===== src/rtl/reset_dispatch_pkg.sv =====
package reset_dispatch_pkg;

  localparam int WORD_BITS = 32;
  localparam int WORD_IDX_W = 4;

  typedef struct packed {
    logic                  wrEn;
    logic [WORD_IDX_W-1:0] wrWord;
    logic                  rdStat;
    logic [WORD_IDX_W-1:0] rdWord;
  } busStrobe_t;

endpackage


===== src/rtl/reset_dispatch_ctrl.sv =====
module reset_dispatch_ctrl
  import reset_dispatch_pkg::*;
#(
  parameter int ADDR_W = 12,
  parameter int NUM_WORDS = 2,
  parameter logic [ADDR_W-1:0] CTRL_BASE = 12'h100,
  parameter logic [ADDR_W-1:0] STAT_BASE = 12'h150
) (
  input  logic              busValid,
  input  logic              busWrite,
  input  logic [ADDR_W-1:0] busAddr,
  output busStrobe_t        strobe
);

  always_comb begin
    strobe = '0;
    for (int w = 0; w < NUM_WORDS; w++) begin
      if (busValid && busWrite && busAddr == CTRL_BASE + ADDR_W'(4 * w)) begin
        strobe.wrEn   = 1'b1;
        strobe.wrWord = WORD_IDX_W'(w);
      end
      if (busValid && !busWrite && busAddr == STAT_BASE + ADDR_W'(4 * w)) begin
        strobe.rdStat = 1'b1;
        strobe.rdWord = WORD_IDX_W'(w);
      end
    end
  end

endmodule


===== src/rtl/reset_dispatch_lines.sv =====
module reset_dispatch_lines
  import reset_dispatch_pkg::*;
#(
  parameter int NUM_LINES = 64,
  parameter int PULSE_TICKS = 4,
  parameter logic [NUM_LINES-1:0] STICKY_MASK = (64'd1 << 12) | (64'd1 << 56)
) (
  input  logic                 clk,
  input  logic                 rstN,
  input  logic                 tickEn,
  input  busStrobe_t           strobe,
  input  logic [WORD_BITS-1:0] wdata,
  output logic [WORD_BITS-1:0] rdata,
  output logic [NUM_LINES-1:0] lineRst
);

  localparam int NUM_WORDS = NUM_LINES / WORD_BITS;
  localparam int CNT_W = $clog2(PULSE_TICKS + 1);
  localparam logic [CNT_W-1:0] CNT_LOAD = CNT_W'(PULSE_TICKS);

  for (genvar n = 0; n < NUM_LINES; n++) begin : g_line
    localparam int WIDX = n / WORD_BITS;
    localparam int BIDX = n % WORD_BITS;

    logic hit;
    assign hit = strobe.wrEn && (strobe.wrWord == WORD_IDX_W'(WIDX));

    if (STICKY_MASK[n]) begin : g_held
      logic heldQ;
      always_ff @(posedge clk or negedge rstN) begin
        if (!rstN)    heldQ <= 1'b1;
        else if (hit) heldQ <= wdata[BIDX];
      end
      assign lineRst[n] = heldQ;
    end else begin : g_pulse
      logic [CNT_W-1:0] cntQ;
      always_ff @(posedge clk or negedge rstN) begin
        if (!rstN)                          cntQ <= '0;
        else if (hit && wdata[BIDX])        cntQ <= CNT_LOAD;
        else if (tickEn && cntQ != '0)      cntQ <= cntQ - 1'b1;
      end
      assign lineRst[n] = (cntQ != '0);
    end
  end

  always_comb begin
    rdata = '0;
    for (int w = 0; w < NUM_WORDS; w++) begin
      if (strobe.rdStat && strobe.rdWord == WORD_IDX_W'(w))
        rdata = ~lineRst[w*WORD_BITS +: WORD_BITS];
    end
  end

endmodule


===== src/rtl/reset_dispatch.sv =====
module reset_dispatch
  import reset_dispatch_pkg::*;
#(
  parameter int ADDR_W = 12,
  parameter int NUM_LINES = 64,
  parameter int PULSE_TICKS = 4,
  parameter logic [NUM_LINES-1:0] STICKY_MASK = (64'd1 << 12) | (64'd1 << 56),
  parameter logic [ADDR_W-1:0] CTRL_BASE = 12'h100,
  parameter logic [ADDR_W-1:0] STAT_BASE = 12'h150
) (
  input  logic                 clk,
  input  logic                 rstN,
  input  logic                 tickEn,
  input  logic                 busValid,
  input  logic                 busWrite,
  input  logic [ADDR_W-1:0]    busAddr,
  input  logic [WORD_BITS-1:0] busWdata,
  output logic [WORD_BITS-1:0] busRdata,
  output logic [NUM_LINES-1:0] lineRst,
  output logic                 sysRstReq
);

  localparam int NUM_WORDS = NUM_LINES / WORD_BITS;

  busStrobe_t strobe;

  reset_dispatch_ctrl #(
    .ADDR_W(ADDR_W), .NUM_WORDS(NUM_WORDS),
    .CTRL_BASE(CTRL_BASE), .STAT_BASE(STAT_BASE)
  ) ctrl_i (
    .busValid(busValid), .busWrite(busWrite), .busAddr(busAddr), .strobe(strobe)
  );

  reset_dispatch_lines #(
    .NUM_LINES(NUM_LINES), .PULSE_TICKS(PULSE_TICKS), .STICKY_MASK(STICKY_MASK)
  ) lines_i (
    .clk(clk), .rstN(rstN), .tickEn(tickEn), .strobe(strobe),
    .wdata(busWdata), .rdata(busRdata), .lineRst(lineRst)
  );

  assign sysRstReq = lineRst[0];

endmodule


===== config.mk =====
export PLATFORM = sky130hd
export DESIGN_NAME = reset_dispatch
export DESIGN_NICKNAME = d
export VERILOG_FILES = /design/src/rtl/reset_dispatch_pkg.sv /design/src/rtl/reset_dispatch_ctrl.sv /design/src/rtl/reset_dispatch_lines.sv /design/src/rtl/reset_dispatch.sv
export SDC_FILE = /design/constraint.sdc
export NUM_CORES = 1
export LEC_CHECK = 0
export BUFFER_PORTS_ARGS = -buffer_cell sky130_fd_sc_hd__buf_2
export CORE_MARGIN = 4
export CORE_UTILIZATION = 40
export CTS_BUF_LIST = sky130_fd_sc_hd__clkbuf_8
export DETAILED_ROUTE_END_ITERATION = 10
export GPL_TIMING_DRIVEN = 0
export SLEW_MARGIN = 20
export SYNTH_ARGS = -nofsm -noshare
export SYNTH_HDL_FRONTEND = slang
export SYNTH_SLANG_ARGS = --single-unit

===== constraint.sdc =====
create_clock -name clk -period 3.29 [get_ports clk]
set_input_delay 0 -clock clk [delete_from_list [all_inputs] [get_ports clk]]
set_output_delay 0 -clock clk [all_outputs]
set_load 0.02 [all_outputs]

# == Word level (Yosys, flattened, before mapping) ==
# Cells that the tools add are included.
# op_classes
add_sub_neg,62
n_mul,0
n_div,0
n_lt_le_gt_ge,0
eq_ne,6
n_shift,0
muxes,130
bitwise,2
n_reduce_logical,261
# op_table
operator,n
$mux W3,124
$reduce_bool A3 Y1,62
$sub A3 B1 Y3 const B,62
$logic_and A1 B1 Y1,134
$reduce_bool A2 Y1,62
$mux W32,2
$not A32 Y32,2
$eq A12 B9 Y1 const B,4
$mux W5,4
$eq A4 B1 Y1 const B,2
$logic_not A4 Y1,2
$logic_not A1 Y1,1
# word_totals
regBits,188
latchBits,0
mem_bits_rw,0
mem_bits_ro,0
inputBits,49
out_inout_bits,97
word_cells,525
mem_count,0

# == Depth between registers and ports, before layout ==
# Gate-level depths: netlist (run 1).
# depth
ltp_word,9
ltp_mapped,6
depth_no_buf,6

# == Cells and area by module ==
# Synthesis (run 1) repeated with hierarchy kept, for this count alone.
# hier_totals
cells_unflattened,1187
hier_area_um2,11527.3
# modules_own_cells
mod,instances,cells_each,area_each_um2,seq_area_each_um2
reset_dispatch_lines,1,1169,11390.9,4707.0
reset_dispatch_ctrl,1,17,128.9,0.0
reset_dispatch,1,1,7.5,0.0

# == Worst setup path after synthesis (run 1) ==
# OpenSTA, ideal clock, no wires.
# synth_path
kind,input to output
from,input port busAddr[9]
to,output port busRdata[11]
arrival_time_ns,1.615
required_time_ns,3.290
slack_ns,1.675
path_stages,5
path_buffers,2
cell_sequence,or4b_4 > or4_4 > buf_6 > buf_6 > nor2_1
# synth_between
elab_chain_len,7
elab_cells_between_ends,12
classes_between,3 x eq/ne; 4 x mux; 5 x reduce/logical
# synth_lines
element,line,source
start: declaration,reset_dispatch.sv:16,"input logic [ADDR_W-1:0] busAddr,"
$eq A12 B9 Y1,reset_dispatch_ctrl.sv:22,if (busValid && !busWrite && busAddr == STAT_BASE + ADDR_W'(4 * w)) begin
$logic_and A1 B1 Y1,reset_dispatch_ctrl.sv:22,
$mux W5 *,reset_dispatch_ctrl.sv:22,
$logic_not A4 Y1 / $mux W5 (equally long branches),"reset_dispatch_lines.sv:49, reset_dispatch_ctrl.sv:22",
$logic_and A1 B1 Y1,reset_dispatch_lines.sv:49,if (strobe.rdStat && strobe.rdWord == WORD_IDX_W'(w))
$mux W32,reset_dispatch_lines.sv:49,
$mux W32 *,reset_dispatch_lines.sv:49,
end: declaration,reset_dispatch.sv:18,"output logic [WORD_BITS-1:0] busRdata,"
# Mark *: on every way between the ends. The rest lies on a longest branch, timed or not.

# == Worst setup path in the final report (run 1) ==
# layout_path
from,input port busAddr[1]
to,output port busRdata[1]
# Same word-level chain as after synthesis.

==> impl_metrics.json, run 1 <==
{
  "syn_to_final_growth_pct": 14.5,
  "routed.top_layer": "met4",
  "hp-start": "busWdata[15]",
  "grt_pass1_vias": 10200,
  "clk_latency_ns": 0.49,
  "worstPathRequired_ns": 3.29,
  "final_net_count": 1696,
  "io_buffers": 144,
  "drtAntennaViolNets": 0,
  "start_kind": "input pin",
  "synth_compound_gate_area_share_pct": 12.6,
  "worstPathArrival_ns": 2.10,
  "cp_top_family": "buffers and inverters",
  "rows": 63,
  "powerDensity_nw_per_um2": 830,
  "synth-seq-cells": 188,
  "clk_pin_slew_worst_paths_ns": 0.10,
  "final_cell_area_um2": 14000,
  "met1Wirelength_mm": 17.1,
  "drt_iter0_drc": 714,
  "yosysWarnings": 0,
  "async_flop_share_pct": 100,
  "path_cells": "buf_2 > or4_1 > buf_2 > buf_2 > buf_1 > o22a_1 > nor2_2 > buf_2",
  "postCtsSetupBuffers": 0,
  "synth_top_area_share_pct": 38.0,
  "fin_crit_sh_pct": 63.8,
  "syn_area_um2": 12300,
  "min_period_ns": 2.10,
  "hold_depth": 4,
  "fmax_mhz": 476,
  "diodes": 0,
  "synth_cells": 1353,
  "final-hold-violation-count": 0,
  "placed_area_um2": 13500,
  "clockBufferDepth": 2,
  "layout_common_cells": "dfrtp_1, buf_2, inv_1",
  "peakVddDrop_uv": 317,
  "grt_setup_unrepaired": "false",
  "path_class": "input pin to output pin",
  "cts_buffers": 17,
  "drv_cap": 0,
  "die_h_um": 183,
  "path_max_fanout": 10,
  "drc": 0,
  "via_count": 10600,
  "yosys.area.top_type": "dfrtp_1",
  "wl_met3_mm": 2.00,
  "start_util_pct": 40.9,
  "cp_num_cells": 8,
  "synthAdderAreaFrac_pct": 12.7,
  "critPathSlowestCell": "or4_1",
  "n_fill_cell": 2990,
  "power_leakage_uw": 0.00700,
  "ys.flop_type": "dfrtp_1",
  "vias_per_cell": 5.52,
  "critPathMaxStageDelay_ns": 0.55,
  "worst_path_most_repeated_cell": "buf_2",
  "utilization_pct": 46.8,
  "htree_levels": 4,
  "synthXorXnorAreaFrac_pct": 0,
  "r2r-start": "lines_i.g_line[13].g_pulse.cntQ[0]",
  "status": "finished clean",
  "synth_mux_area_share_pct": 3.70,
  "r2r-end": "lines_i.g_line[13].g_pulse.cntQ[1]",
  "synth_simple_gate_area_share_pct": 25.6,
  "antenna_found_initial": 0,
  "clkSinkCount": 188,
  "synth_top_family_by_area": "simple AND/OR/NAND/NOR gates",
  "hold_end": "lines_i.g_line[15].g_pulse.cntQ[0]",
  "avgRoutedWirePerCell_um": 19.6,
  "globalRouteTotalUtil_pct": 22.3,
  "drive_gt1_share_pct": 14.6,
  "fin_worst_skew_ns": 0.0146,
  "grt_pass1_wl_mm": 58.5,
  "final_common_cell": "dfrtp_1",
  "core_um2": 30000,
  "dr.pass1.iters": 6,
  "wl_met2_mm": 17.9,
  "synth_edf_count": 0,
  "syn_area_per_cell_um2": 9.06,
  "tightest_slew_ns": 0.865,
  "r2r_setup_slack_ns": 1.83,
  "setup_tns_ns": 0,
  "cts_tree": "yes",
  "maxSlewHeadroom_pct": 41.8,
  "rr_worst_depth": 5,
  "dieArea_um2": 33500,
  "min_path_type": "input pin to register",
  "grt-ovfl-total": 0,
  "grt_max_degree": 92,
  "crit_buf_inv": 5,
  "drt_wl_total_mm": 37.8,
  "synth_area_leaders": "dfrtp_1, ha_1, a21oi_1",
  "ys_seq_area_share_pct": 38.4,
  "setup_viol": 0,
  "ios": 146,
  "synth_nets": 1526,
  "slew_viol_final": 0,
  "gp_congestion": 0.883,
  "root_buffer": "clkbuf_8",
  "dp_hpwl_mm": 27.5,
  "yosys.cell_types.count": 35,
  "crit_path_end_kind": "output pin",
  "die_w_um": 183
}
[worst register-to-register path: cells and delay by family (launching register included)]
kind,cells,cell delay [ns]
DFF,1,0.37
and+or+nand+nor,3,0.71
buffers and inverters,1,0.11
adders and majority gates,1,0.18
[synth_stat cells (7+ instances only)]
cell        n
nor3_1     75
inv_1     131
a21oi_1   124
buf_1      15
nand2_1    63
o21ai_0    12
a211o_1    19
buf_2      16
o22a_1     32
nor4_1     57
or4bb_1    31
and3_1     56
nand3_1    62
mux2i_1    43
a21o_1     56
clkbuf_1   38
dfrtp_1   186
nor4_2      7
nand2b_1   99
nor2_1     66
nor2_2      9
ha_1      124
[final cells by class]
class	instances	area, um^2	area share, %
multi-input combinational	956	6690	47.7
sequential	188	4710	33.6
timing repair buffer	151	836	5.96
inverter	131	492	3.51
tap	390	488	3.48
buffer	78	365	2.61
clock buffer	19	262	1.86
clock inverter	13	188	1.34
[metal layers]
metal  GRT usage, %  vias to the layer above
met5              0                        -
met4           6.20                        0
met3           3.33                       47
met2           36.9                      303
met1           30.8                     5226
li1               -                     5052
[repair_timing]
item / CTS / global route
resized for setup: 0 / 0
endpoints found under the hold margin: 191 / 0
hold buffers: 5 / 0
[state kept, by name, summed over array words and instances, names as in the netlist]
name                         cells
lines_i.g_line.g_held.heldQ      2
lines_i.g_line.g_pulse.cntQ    186
[logic make-up (layout without fill, tap and decap cells)]
kind of cell	count (synthesis)	in the layout
multiplexers	45	45
AO/OA/AOI/OAI	243	243
adder cells (fa/ha/maj)	124	124
flip-flops	188	188
buffers and inverters	209	392
AND/OR/NAND/NOR	544	544
[power by group]
| group | internal [uW] | switching, uW | total [uW] |
|---|---|---|---|
| sequential | 3460 | 543 | 4010 |
| clock | 877 | 924 | 1800 |
| combinational | 2360 | 3470 | 5830 |
[worst max path at each step]
stage                                    endpoint  slack (ns)                               from
2_1_floorplan                        busRdata[11]        1.67                         busAddr[9]
5_1_grt                               busRdata[1]        1.08  lines_i.g_line[1].g_pulse.cntQ[0]
4_1_cts                               busRdata[1]        1.20                         busAddr[1]
3_3_place_gp   lines_i.g_line[49].g_pulse.cntQ[2]       -1.30                               rstN
6_report                              busRdata[1]        1.19                         busAddr[1]
3_5_place_dp   lines_i.g_line[48].g_pulse.cntQ[1]        1.12                             tickEn
[per-stage QoR]
stage	hold slack (ns)	instances	setup WS (ns)	total power, uW
after floorplan	-0.296	1353	1.67	8300
after global placement	0.294	1887	-1.30	9590
after detailed placement	-0.159	1889	1.12	9870
after CTS	0.00748	1926	1.20	11700
after global routing	0.0312	1926	1.08	12800
final	0.0390	1926	1.19	11600
Note: power is estimated with default switching activity, not from simulation.
==> run 2: changes to the inputs <==
==> constraint.sdc (replaced) <==
create_clock -name clk -period 2 [get_ports clk]
set_input_delay 0 -clock clk [delete_from_list [all_inputs] [get_ports clk]]
set_output_delay 0 -clock clk [all_outputs]
set_load 0.02 [all_outputs]
==> impl_metrics.json, run 2 (synthesis gave the netlist of run 1 again) <==
{
  "p_sw_uw": 8160,
  "diodes": 0,
  "path_max_fanout": 10,
  "start_util_pct": 40.9,
  "ios": 146,
  "antenna_found_initial": 0,
  "reg_top3": "lines_i.g_line.g_pulse.cntQ x186, lines_i.g_line.g_held.heldQ x2",
  "rows": 63,
  "cp_top_family": "buffers and inverters",
  "slew_viol_final": 0,
  "start_kind": "input pin",
  "hold_depth": 4,
  "worst_slack_ns": 0.0742,
  "grt-ovfl-total": 0,
  "io_buffers": 144,
  "regMostFlops": "lines_i.g_line.g_pulse.cntQ",
  "postCtsSetupBuffers": 0,
  "setup_viol": 0,
  "worstPathArrival_ns": 1.93,
  "cts_tree": "yes",
  "worstPathRequired_ns": 2.00,
  "final-hold-violation-count": 0,
  "clkSinkCount": 188,
  "critPathSlowestCell": "or4_1",
  "status": "finished clean",
  "die_w_um": 183,
  "fin_hold_ws_ns": 0.0425,
  "drv_cap": 0,
  "path_class": "input pin to output pin",
  "min_period_ns": 1.93,
  "critPathMaxStageDelay_ns": 0.55,
  "hp-start": "busWdata[6]",
  "final_common_cell": "dfrtp_1",
  "clk_latency_ns": 0.47,
  "die_h_um": 183,
  "dieArea_um2": 33500,
  "seqPwrFrac_pct": 34.3,
  "vias_per_cell": 5.50,
  "largest_reg_flops": 186,
  "syn_to_final_growth_pct": 15.0,
  "layout_common_cells": "dfrtp_1, buf_2, inv_1",
  "drtAntennaViolNets": 0,
  "fmax_mhz": 519,
  "worst_path_most_repeated_cell": "buf_2",
  "root_buffer": "clkbuf_8",
  "grt_max_degree": 92,
  "min_path_type": "input pin to register",
  "clockPowerShare_pct": 15.3,
  "power_leakage_uw": 0.00703,
  "final_net_count": 1696,
  "drt_iter0_drc": 671,
  "path_cells": "buf_2 > or4_1 > buf_2 > buf_2 > buf_2 > o22a_1 > nor2_2 > buf_2",
  "r2r-start": "lines_i.g_line[13].g_pulse.cntQ[0]",
  "intPower_uw": 11100,
  "maxSlewHeadroom_pct": 40.4,
  "tightest_slew_ns": 0.885,
  "rr_worst_depth": 5,
  "pwr-share-comb_pct": 50.4,
  "drt_wl_total_mm": 37.8,
  "gp_congestion": 0.883,
  "peakVddDrop_uv": 521,
  "avgRoutedWirePerCell_um": 19.6,
  "core_um2": 30000,
  "r2r_setup_slack_ns": 0.53,
  "crit_buf_inv": 5,
  "via_count": 10600,
  "drc": 0,
  "r2r-end": "lines_i.g_line[13].g_pulse.cntQ[1]",
  "globalRouteTotalUtil_pct": 22.3,
  "cts_buffers": 17,
  "drive_gt1_share_pct": 15.8,
  "grt_pass1_wl_mm": 58.5,
  "dp_slack_ns": -0.171,
  "powerDensity_nw_per_um2": 1370,
  "clockBufferDepth": 2,
  "fin_crit_sh_pct": 96.3,
  "grt_pass1_vias": 10200,
  "hold_end": "lines_i.g_line[6].g_pulse.cntQ[0]",
  "dp_hpwl_mm": 27.5,
  "clk_pin_slew_worst_paths_ns": 0.10,
  "htree_levels": 4,
  "crit_path_end_kind": "output pin",
  "switching_share_pct": 42.4,
  "dr.pass1.iters": 5,
  "fin_worst_skew_ns": 0.0142
}
-- run 2: cell types whose count changed in the layout (fill, tap and decap cells not counted), moves of 3 or more --
cell      change
nor2b_4       +5
buf_2         +6
nor2b_1       -6
inv_1         -3
nand2b_1      -4
buf_1         -5
nand2b_2      +3
inv_2         +3
-- run 2: power groups by stage --
stage / clock network [uW] / logic (uW) / registers [uW]
2_1_floorplan: 0 / 7210 / 6440
3_3_place_gp: 0 / 9200 / 6570
3_5_place_dp: 0 / 9600 / 6640
4_1_cts: 3010 / 9670 / 6570
5_1_grt: 3150 / 11100 / 6840
6_report: 2950 / 9710 / 6620
-- run 2: final cells by class --
class | count | area [um^2]
buffer | 78 | 373
clock buffer | 19 | 262
timing repair buffer | 151 | 836
multi-input combinational | 956 | 6740
clock inverter | 13 | 188
inverter | 131 | 492
tap | 390 | 488
sequential | 188 | 4710
fill | 2989 | 15900
-- run 2: repair_timing --
item,in CTS,in global routing
endpoints found under the setup margin,31,23
cloned,0,0
hold buffers,5,0
gates resized for setup,9,18
endpoints found under the hold margin,191,0
pin swaps,0,0
-- run 2: per-stage QoR --
step                      power (uW)  cell area, um^2  TNS [ns]  utilization (%)  cells
final                          19300            14100         0             47.0   1926
after global routing           21100            14100  -0.00364             47.0   1926
after CTS                      19300            14000         0             46.9   1926
after detailed placement       16200            13500     -8.22             45.2   1889
after global placement         15800            13500   -489.16             44.9   1887
after floorplan                13700            12300         0                -   1353
-- run 2: worst max-delay path by stage --
stage | start | to | slack (ns) | cells after the start
floorplan | busAddr[9] | busRdata[11] | 0.38 | 5
global placement | rstN | lines_i.g_line[49].g_pulse.cntQ[2] | -2.59 | 1
detailed placement | tickEn | lines_i.g_line[48].g_pulse.cntQ[1] | -0.17 | 6
CTS | lines_i.g_line[3].g_pulse.cntQ[0] | busRdata[3] | 0.01 | 7
global route | lines_i.g_line[1].g_pulse.cntQ[0] | busRdata[1] | -0.004 | 7
finish | busAddr[1] | busRdata[1] | 0.07 | 8
-- run 2: tightest hold or removal path: stages --
cell and delay [ns]:
buf_2 0.11, or4bb_1 0.18, nor4_1 0.08, a21oi_1 0.11
-- run 2: layer usage --
metal	GRT usage [%]	vias up	part of all wire (%)
met3	3.33	43	4.9
met2	36.9	281	47
met5	0	-	0
met4	6.20	0	2.1
li1	-	5053	-
met1	30.8	5212	46
==> run 3: changes to the inputs <==
--- a/config.mk
+++ b/config.mk
@@ -11,6 +11,7 @@
 export CTS_BUF_LIST = sky130_fd_sc_hd__clkbuf_8
 export DETAILED_ROUTE_END_ITERATION = 10
 export GPL_TIMING_DRIVEN = 0
+export RECOVER_POWER = 100
 export SLEW_MARGIN = 20
 export SYNTH_ARGS = -nofsm -noshare
 export SYNTH_HDL_FRONTEND = slang
==> impl_metrics.json, run 3 (synthesis gave the netlist of run 1 again) <==
{
  "start_kind": "input pin",
  "core_um2": 30000,
  "grt-ovfl-total": 0,
  "fin_worst_skew_ns": 0.0169,
  "globalRouteTotalUtil_pct": 22.3,
  "p_sw_uw": 8180,
  "seqPwrFrac_pct": 34.5,
  "powerDensity_nw_per_um2": 1380,
  "peakVddDrop_uv": 511,
  "ios": 146,
  "fmax_mhz": 518,
  "diodes": 0,
  "io_buffers": 144,
  "dp_hpwl_mm": 27.5,
  "clockBufferDepth": 2,
  "tightest_slew_ns": 1.33,
  "final_cell_area_um2": 13900,
  "drtAntennaViolNets": 0,
  "worstPathRequired_ns": 2.00,
  "status": "finished clean",
  "dr.pass1.iters": 5,
  "fin_crit_sh_pct": 96.5,
  "grt_max_degree": 92,
  "die_w_um": 183,
  "crit_path_end_kind": "output pin",
  "clkSinkCount": 188,
  "drt_wl_total_mm": 37.9,
  "via_count": 10700,
  "final-hold-violation-count": 0,
  "grt_pass1_vias": 10200,
  "drc": 0,
  "root_buffer": "clkbuf_8",
  "antenna_found_initial": 0,
  "path_class": "input pin to output pin",
  "worst_slack_ns": 0.0699,
  "rows": 63,
  "dieArea_um2": 33500,
  "drive_gt1_share_pct": 12.0,
  "layout_common_cells": "dfrtp_1, inv_1, a21oi_1, ha_1, buf_2",
  "multi_input_area_um2": 6700,
  "gp_congestion": 0.883,
  "drv_cap": 0,
  "clk_pin_slew_worst_paths_ns": 0.10,
  "clk_latency_ns": 0.48,
  "setup_viol": 0,
  "grt_pass1_wl_mm": 58.5,
  "register_area_um2": 4710,
  "maxSlewHeadroom_pct": 11.6,
  "clockPowerShare_pct": 15.4,
  "n_fill_cell": 3020,
  "htree_levels": 4,
  "slew_viol_final": 0,
  "largest_reg_flops": 186,
  "syn_to_final_growth_pct": 13.6,
  "placed_area_um2": 13500,
  "worstPathArrival_ns": 1.93,
  "regMostFlops": "lines_i.g_line.g_pulse.cntQ",
  "power_leakage_uw": 0.00693,
  "die_h_um": 183,
  "final_net_count": 1696,
  "min_period_ns": 1.93,
  "dp_slack_ns": -0.171,
  "vias_per_cell": 5.53,
  "pwr-share-comb_pct": 50.1,
  "final_common_cell": "dfrtp_1",
  "drt_iter0_drc": 740,
  "reg_top3": "lines_i.g_line.g_pulse.cntQ x186, lines_i.g_line.g_held.heldQ x2",
  "switching_share_pct": 42.6,
  "avgRoutedWirePerCell_um": 19.7,
  "path_max_fanout": 10,
  "intPower_uw": 11000,
  "start_util_pct": 40.9,
  "min_path_type": "input pin to register",
  "cts_buffers": 17,
  "setup_tns_ns": 0,
  "cts_tree": "yes"
}
run 3: changes by cell type in the layout (fill, tap and decap cells not counted):
cell      delta
clkbuf_1    +55
buf_2       -46
buf_1        -7
nor4_1       +7
nor4_2       -7
buf_16       -2
clkbuf_4     +2
dfstp_1      +2
dfstp_2      -2
buf_6        -1
buf_8        -1
or4b_1       +1
or4b_4       -1
run 3: per-layer routing:
| layer | track usage, % | vias to the layer above | routed length, um |
|---|---|---|---|
| met5 | 0 | - | 0 |
| met3 | 3.33 | 43 | 2150 |
| li1 | - | 5058 | - |
| met4 | 6.20 | 0 | 806 |
| met2 | 36.9 | 325 | 18000 |
| met1 | 30.8 | 5232 | 17000 |
run 3: path summary, 6_finish.rpt:
kind | from | end | slack, ns | cells past startpoint
setup / recovery | busValid | busRdata[1] | 0.07 | 7
hold / removal | busWdata[6] | lines_i.g_line[6].g_pulse.cntQ[0] | 0.04 | 4
setup reg to reg | lines_i.g_line[13].g_pulse.cntQ[0] | lines_i.g_line[13].g_pulse.cntQ[1] | 0.54 | 5
hold reg to reg | lines_i.g_line[21].g_pulse.cntQ[2] | lines_i.g_line[21].g_pulse.cntQ[2] | 0.52 | 1
max in group asynchronous | rstN | lines_i.g_line[21].g_pulse.cntQ[2] | 0.56 | 3
min in group asynchronous | rstN | lines_i.g_line[31].g_pulse.cntQ[2] | 0.53 | 3
run 3: cell type report:
type                       count  area share, %
sequential                   188           33.8
buffer                        78           2.57
inverter                     131           3.53
clock buffer                  19           1.88
multi-input combinational    956           48.1
clock inverter                13           1.35
timing repair buffer         151           5.27
tap                          390           3.50
run 3: timing repair:
item / 4_1_cts / 5_1_grt
hold buffers: 5 / 0
setup endpoints to repair: 31 / 23
setup buffers: 0 / 0
endpoints found under the hold margin: 191 / 0
resized for setup: 9 / 18
run 3: power by group through the flow:
stage / registers [uW] / logic [uW] / clock network (uW)
after floorplan: 6440 / 7210 / 0
after global placement: 6570 / 9200 / 0
after detailed placement: 6640 / 9600 / 0
after CTS: 6570 / 9670 / 3010
after global routing: 6840 / 11000 / 3150
final: 6620 / 9610 / 2960
run 3: critical path, stage by stage:
cell	delay (ns)
clkbuf_1	0.27
or3b_1	0.51
or4_4	0.51
buf_6	0.16
buf_6	0.16
nor2_2	0.13
buf_2	0.17
run 3: through the flow:
stage / util, % / total power [uW] / hold slack [ns] / cells
detailed placement: 45.2 / 16200 / -0.159 / 1889
CTS: 46.9 / 19300 / 0.00748 / 1926
global placement: 44.9 / 15800 / 0.294 / 1887
finish: 46.5 / 19200 / 0.0384 / 1926
global route: 46.5 / 21000 / 0.0434 / 1926
floorplan: - / 13700 / -0.296 / 1353
